==> config.mk <==
export PLATFORM = sky130hd
export DESIGN_NAME = ext_irq_detect
export DESIGN_NICKNAME = d
export VERILOG_FILES = /design/src/rtl/ext_irq_pkg.sv /design/src/rtl/ext_irq_sync.sv /design/src/rtl/ext_irq_arm.sv /design/src/rtl/ext_irq_pin.sv /design/src/rtl/ext_irq_detect.sv
export SDC_FILE = /design/constraint.sdc
export NUM_CORES = 1
export LEC_CHECK = 0
export CAP_MARGIN = 5
export CORE_AREA = 4 4 41 43
export DETAILED_ROUTE_END_ITERATION = 8
export DIE_AREA = 0 0 45 47
export DONT_BUFFER_PORTS = 1
export MAX_ROUTING_LAYER = met4
export SYNTH_ARGS = -nofsm -noshare
export SYNTH_HDL_FRONTEND = slang
export SYNTH_SLANG_ARGS = --single-unit
==> constraint.sdc <==
create_clock -name clk -period 1.16 [get_ports clk]
set_input_delay 0 -clock clk [delete_from_list [all_inputs] [get_ports clk]]
set_output_delay 0 -clock clk [all_outputs]
set_load 0.02 [all_outputs]
==> src/rtl/ext_irq_pkg.sv <==
package ext_irq_pkg;
   typedef enum logic {
      TRIG_LEVEL = 1'b0,
      TRIG_FALL  = 1'b1
   } trig_mode_e;

   localparam int unsigned MIN_SYNC_STAGES = 2;
   localparam int unsigned MAX_PINS        = 2;
endpackage

==> src/rtl/ext_irq_sync.sv <==
module ext_irq_sync #(
   parameter int unsigned STAGES    = 2,
   parameter logic        RESET_VAL = 1'b1
) (
   input  logic clk,
   input  logic rst_n,
   input  logic d,
   output logic q
);
   logic [STAGES-1:0] chain;

   always_ff @(posedge clk or negedge rst_n) begin
      if (!rst_n) chain <= {STAGES{RESET_VAL}};
      else        chain <= {chain[STAGES-2:0], d};
   end

   assign q = chain[STAGES-1];
endmodule

==> src/rtl/ext_irq_arm.sv <==
module ext_irq_arm #(
   parameter int unsigned SETTLE = 2
) (
   input  logic clk,
   input  logic rst_n,
   input  logic sample_tick,
   output logic armed
);
   localparam int unsigned CW = $clog2(SETTLE + 1);
   localparam logic [CW-1:0] SETTLE_C = CW'(SETTLE);

   logic [CW-1:0] settle_cnt;
   logic          settled;

   assign settled = (settle_cnt == SETTLE_C);

   always_ff @(posedge clk or negedge rst_n) begin
      if (!rst_n) begin
         settle_cnt <= '0;
         armed      <= 1'b0;
      end else begin
         if (!settled)               settle_cnt <= settle_cnt + 1'b1;
         if (settled && sample_tick) armed      <= 1'b1;
      end
   end
endmodule

==> src/rtl/ext_irq_pin.sv <==
module ext_irq_pin
   import ext_irq_pkg::*;
(
   input  logic clk,
   input  logic rst_n,
   input  logic sync_pin,
   input  logic sample_tick,
   input  logic armed,
   input  logic edge_mode,
   input  logic clr,
   output logic irq_req
);
   logic       last_smp;
   logic       fall_seen;
   logic       flag_q;
   trig_mode_e mode;

   assign mode      = trig_mode_e'(edge_mode);
   assign fall_seen = sample_tick && armed && last_smp && !sync_pin;

   always_ff @(posedge clk or negedge rst_n) begin
      if (!rst_n)           last_smp <= 1'b1;
      else if (sample_tick) last_smp <= sync_pin;
   end

   always_ff @(posedge clk or negedge rst_n) begin
      if (!rst_n)                  flag_q <= 1'b0;
      else if (mode == TRIG_LEVEL) flag_q <= 1'b0;
      else if (fall_seen)          flag_q <= 1'b1;
      else if (clr)                flag_q <= 1'b0;
   end

   always_comb begin
      unique case (mode)
         TRIG_FALL:  irq_req = flag_q;
         TRIG_LEVEL: irq_req = !last_smp;
         default:    irq_req = 1'b0;
      endcase
   end
endmodule

==> src/rtl/ext_irq_detect.sv <==
module ext_irq_detect
   import ext_irq_pkg::*;
#(
   parameter int unsigned NUM_PINS    = 2,
   parameter int unsigned SYNC_STAGES = 2
) (
   input  logic                clk,
   input  logic                rst_n,
   input  logic                sample_tick,
   input  logic [NUM_PINS-1:0] pin_n,
   input  logic [NUM_PINS-1:0] edge_mode,
   input  logic [NUM_PINS-1:0] irq_en,
   input  logic [NUM_PINS-1:0] ack,
   input  logic [NUM_PINS-1:0] sw_clr,
   input  logic                low_power,
   output logic [NUM_PINS-1:0] irq_req,
   output logic                wake
);
   generate
      if (NUM_PINS < 1 || NUM_PINS > MAX_PINS) begin : g_bad_pins
         $error("ext_irq_detect: NUM_PINS out of range");
      end
      if (SYNC_STAGES < MIN_SYNC_STAGES) begin : g_bad_sync
         $error("ext_irq_detect: SYNC_STAGES too small");
      end
   endgenerate

   logic                armed;
   logic [NUM_PINS-1:0] sync_pin;

   ext_irq_arm #(.SETTLE(SYNC_STAGES)) u_arm (
      .clk(clk), .rst_n(rst_n), .sample_tick(sample_tick), .armed(armed)
   );

   for (genvar i = 0; i < NUM_PINS; i++) begin : g_pin
      ext_irq_sync #(.STAGES(SYNC_STAGES), .RESET_VAL(1'b1)) u_sync (
         .clk(clk), .rst_n(rst_n), .d(pin_n[i]), .q(sync_pin[i])
      );
      ext_irq_pin u_pin (
         .clk(clk), .rst_n(rst_n), .sync_pin(sync_pin[i]),
         .sample_tick(sample_tick), .armed(armed),
         .edge_mode(edge_mode[i]), .clr(ack[i] | sw_clr[i]),
         .irq_req(irq_req[i])
      );
   end

   assign wake = low_power && |(irq_req & irq_en);
endmodule

# ---- Yosys cells after proc, flatten, opt, wreduce, memory -nomap -nowiden
# Index checks and enable logic that the tools add are counted.
dict set report totals {
  regBits 11
  latchBits 0
  ramBits 0
  rom_bits 0
  n_memories 0
}
dict set report classes {
  addsub 1
  multipliers 0
  div_mod_pow 0
  magnitude_cmp 0
  n_eq_ne 3
  shift 0
  n_mux 8
  bitwise_logic 5
  reduce_logical 12
}
# op count
set ops {}
lappend ops {{logical AND 1 bit} 7}
lappend ops {{2-to-1 mux 1 bit} 6}
lappend ops {{!= test 3 x 1 -> 1 bit (second input constant)} 2}
lappend ops {{zero test 1 bit} 4}
lappend ops {{case mux 1 bit (2 select lines)} 2}
lappend ops {{adder 2 x 1 -> 2 bit (second input constant)} 1}
lappend ops {{bitwise AND 2 bit} 1}
lappend ops {{== test 2 bit (second input constant)} 1}
lappend ops {{NOT 1 bit} 2}
lappend ops {{OR 1 bit} 2}
lappend ops {{OR reduction 2 bit} 1}

# ---- Logic depth before layout (Yosys ltp)
dict set report depth {
  depth_word 5
  mapped_depth 4
  ltp_nobuf 4
}

# ---- Modules after synthesis
# Synthesis repeated with hierarchy kept, for this count alone.
dict set report hier_totals {
  hier_cells 33
  area_unflattened_um2 459.2
}
# mod n_inst cells_per_inst area_per_inst_um2 seq_area_each_um2
set by_module_without_submodules {}
lappend by_module_without_submodules {ext_irq_pin 2 8 102.6 51.3}
lappend by_module_without_submodules {ext_irq_arm 1 9 122.6 75.1}
lappend by_module_without_submodules {ext_irq_sync 2 2 52.6 52.6}
lappend by_module_without_submodules {ext_irq_detect 1 4 26.3 0.0}

# ---- Worst setup path before layout
# No wires, ideal clock.
dict set report synth_path {
  path_kind {register to output}
  from {reg g_pin[0].u_pin.last_smp}
  to {out wake}
  t_arrival_ps 943
  t_required_ps 1160
  path_slack_ps 217
  path_stages_with_launch 3
  path_cell_list {dfstp_2 o21ai_0 a32o_1}
}
dict set report synth_via {
  elab_chain_cells 5
}
# item line_no
set synth_lines {}
lappend synth_lines {{start: declaration} ext_irq_pin.sv:13} ;# logic last_smp;
lappend synth_lines {{start signal: assignment} ext_irq_pin.sv:23} ;# else if (sample_tick) last_smp <= sync_pin;
lappend synth_lines {{zero test 1 bit} ext_irq_pin.sv:36} ;# TRIG_LEVEL: irq_req = !last_smp;
lappend synth_lines {{case mux 1 bit (2 select lines)} ext_irq_pin.sv:34} ;# unique case (mode)
lappend synth_lines {{via g_pin[0].u_pin.irq_req} ext_irq_pin.sv:11} ;# output logic irq_req
lappend synth_lines {{bitwise AND 2 bit} ext_irq_detect.sv:47} ;# assign wake = low_power && |(irq_req & irq_en);
lappend synth_lines {{OR reduction 2 bit} ext_irq_detect.sv:47}
lappend synth_lines {{logical AND 1 bit} ext_irq_detect.sv:47}
lappend synth_lines {{end: declaration} ext_irq_detect.sv:17} ;# output logic wake
# The timed path passes the listed nets, and every way through them passes these cells.

# ---- Worst setup path in the final report
dict set report layout_path {
  from {reg g_pin[0].u_pin.last_smp}
  to {out wake}
}
dict set report layout_via {
  elab_chain_cells 5
}
# item line_no
set layout_lines {}
lappend layout_lines {{zero test 1 bit} ext_irq_pin.sv:36}
lappend layout_lines {{case mux 1 bit (2 select lines)} ext_irq_pin.sv:34}
lappend layout_lines {{bitwise AND 2 bit} ext_irq_detect.sv:47}
lappend layout_lines {{OR reduction 2 bit} ext_irq_detect.sv:47}
lappend layout_lines {{logical AND 1 bit} ext_irq_detect.sv:47}
# No other way between the ends.

==> results.toml <==
[cells_and_area]
regArea_um2 = 283
area_delta_synth_final_pct = 37.8
layout_common_cells = "dlygate4sd3_1 (10), dfstp_2 (6), dfrtp_1 (5)"
multi_input_area_um2 = 150
nets = 66
layout-drive-gt1-share_pct = 36.0
layout_commonest_cell = "dlygate4sd3_1"
diodes = 0
fillers = 132
finalInstanceArea_um2 = 616

[synthesis]
synth_mux_area_share_pct = 7.28
ys_types = 18
synth_area_um2 = 447
yosysWarnings = 0
synth_top_family_by_area = "simple AND/OR/NAND/NOR gates"
syn_area_per_cell_um2 = 13.1
synthXorXnorAreaFrac_pct = 1.96
synth_compound_area_share_pct = 9.52
synth_seq_area_share_pct = 63.3
syn_nets = 49
syn_inst = 34
synth.top_cell.area_share_pct = 35.3
synth_area_leaders = "dfstp_2 (35%), dfrtp_1 (28%), mux2_2 (5.0%), nand4b_1 (3.9%), buf_4 (3.4%)"
yosysTopAreaCell = "dfstp_2"
synth_fa_ha_area_share_pct = 2.80
ys_ff_latch = 11
yosys.area_share.simple_pct = 10.1

[routing]
vias = 310
ant_nets = 0
firstDrtPassIters = 2
drc = 0
routed_wl_um = 773
wl_per_cell_um = 11.9
first_iter_violations = 5
avgViaCountPerCell = 4.77

[run]
drv_cap = 0

[run_status]
outcome = "completed"

[timing]
slew_headroom_pct = 69.9
setup_viol = 0
slew_viol_final = 0
period_minus_slack_ns = 1.15
hold_viol = 0
tightestPinTransition_ns = 0.450
finalSetupTns_ns = 0
skew_ns = 0.00396
period_share_pct = 99.1
rsz0062_at_grt = "true"
clock.fmax_mhz = 870

[floorplanning]
row_count = 13
pin_count = 17
die_h_um = 47
core-area_um2 = 1300
die_area_um2 = 2120
die_w_um = 45
initial_utilization_pct = 34.3

[clocking]
cts_buffer_depth = 2
htreeDepth = 1
numCtsBuffers = 3
root_buffer = "clkbuf_4"
cts_tree = "done"
clkLatencyLatePin_ns = 0.26
clock-sinks = 11
clkTransAtPathRegs_ns = 0.07

[grt]
antenna_found_initial = 0
overflow = 0
grtUsageTotal_pct = 9.04
grt_pass1_wl_um = 1210
grt_max_degree = 12
grt_pass1_vias = 309

[placed_design]
dpl_cell_area_um2 = 465
port_buffers = 0
place_hpwl_um = 537
place_congestion = 0.632

[hold_path]
min_path_type = "primary input to async pin"

[pwr]
ir_drop_mv = 0.820
power.total_mw = 0.768
leakagePower_nw = 0.255
powerDensity_nw_per_um2 = 1250

[setup_path]
critPathKind = "flop to output port"
slowest_delay_ns = 0.54
cp-start-kind = "flop"
cp.required_ns = 1.16
cp.arrival_ns = 1.15
crit_chain = "o21ai_2, a32o_2"
cp-end-kind = "output port"
crit_fanout = 2
cp_slowest_cell = "dfstp_2"
## cell usage after synthesis (all sizes together)
cell	instances
a32o	1
a21boi	2
nor2	1
dfrtp	5
nand4b	2
mux2i	1
xnor2	1
inv	2
mux2	2
a21o	1
nand2	3
ha	1
and2	1
buf	2
o21ai	2
or3	1
dfstp	6
## critical path, delay by kind of cell (launching register included)
family             cells  cell delay [ns]
DFF                    1             0.54
AOI/OAI and AO/OA      2             0.34
## where the power goes
group | internal [mW] | leakage (nW) | switching, mW
clock | 0.133 | 0.0150 | 0.118
sequential | 0.411 | 0.122 | 0.00831
combinational | 0.0582 | 0.118 | 0.0400
## flip-flops by register name, summed over array words and instances (netlist names)
| signal | cells |
|---|---|
| u_arm.settle_cnt | 2 |
| g_pin.u_pin.flag_q | 2 |
| u_arm.armed | 1 |
| g_pin.u_sync.chain | 4 |
| g_pin.u_pin.last_smp | 2 |
## repair_timing
item,in CTS,in global routing
setup buffers,2,0
hold endpoints to repair,18,0
setup endpoints to repair,1,1
hold buffers,10,0
gates resized for setup,3,1
pin swaps,2,0
## cell families after synthesis
group                      after synthesis
muxes                                    3
xor gates and xnor gates                 1
buffers and inverters                    4
and+or+nand+nor                          8
DFF                                     11
AOI/OAI and AO/OA                        6
adders and majority gates                1
## final cells by class
| type | instances | area share [%] |
|---|---|---|
| clock buffers | 4 | 4.27 |
| inverters | 2 | 1.22 |
| multi-input cells | 19 | 24.4 |
| flip-flops and latches | 11 | 45.9 |
| well taps | 15 | 3.05 |
| repair buffers | 14 | 21.1 |
## worst paths after layout
kind / cells after the start / slack (ns) / end / from
worst max-delay path: 2 / 0.01 / wake / g_pin[0].u_pin.last_smp
worst min-delay path: 1 / 0.11 / g_pin[0].u_pin.flag_q / rst_n
worst max register to register: 3 / 0.16 / g_pin[1].u_pin.flag_q / g_pin[1].u_pin.last_smp
worst min register to register: 0 / 0.36 / g_pin[1].u_sync.chain[1] / g_pin[1].u_sync.chain[0]
max in group asynchronous: 1 / 0.70 / g_pin[1].u_sync.chain[1] / rst_n
min in group clk: 2 / 0.20 / irq_req[0] / edge_mode[0]
## per-stage QoR
step                      setup WS, ns  hold WS [ns]  instances  util, %
final                           0.0106         0.114         65     47.3
after global placement           0.198        -0.295         49     35.8
after global routing           -0.0334         0.137         65     47.3
after floorplan                  0.217        -0.296         34        -
after detailed placement         0.172        -0.295         49     35.8
after CTS                     0.000289         0.125         65     47.0
## layer usage
layer / routed length (um) / track usage [%]
met2: 382 / 13.8
met1: 273 / 7.86
met5: 0 / -
met4: 10 / 5.26
met3: 106 / 6.90
No activity file was read; power rests on OpenSTA's default activity.
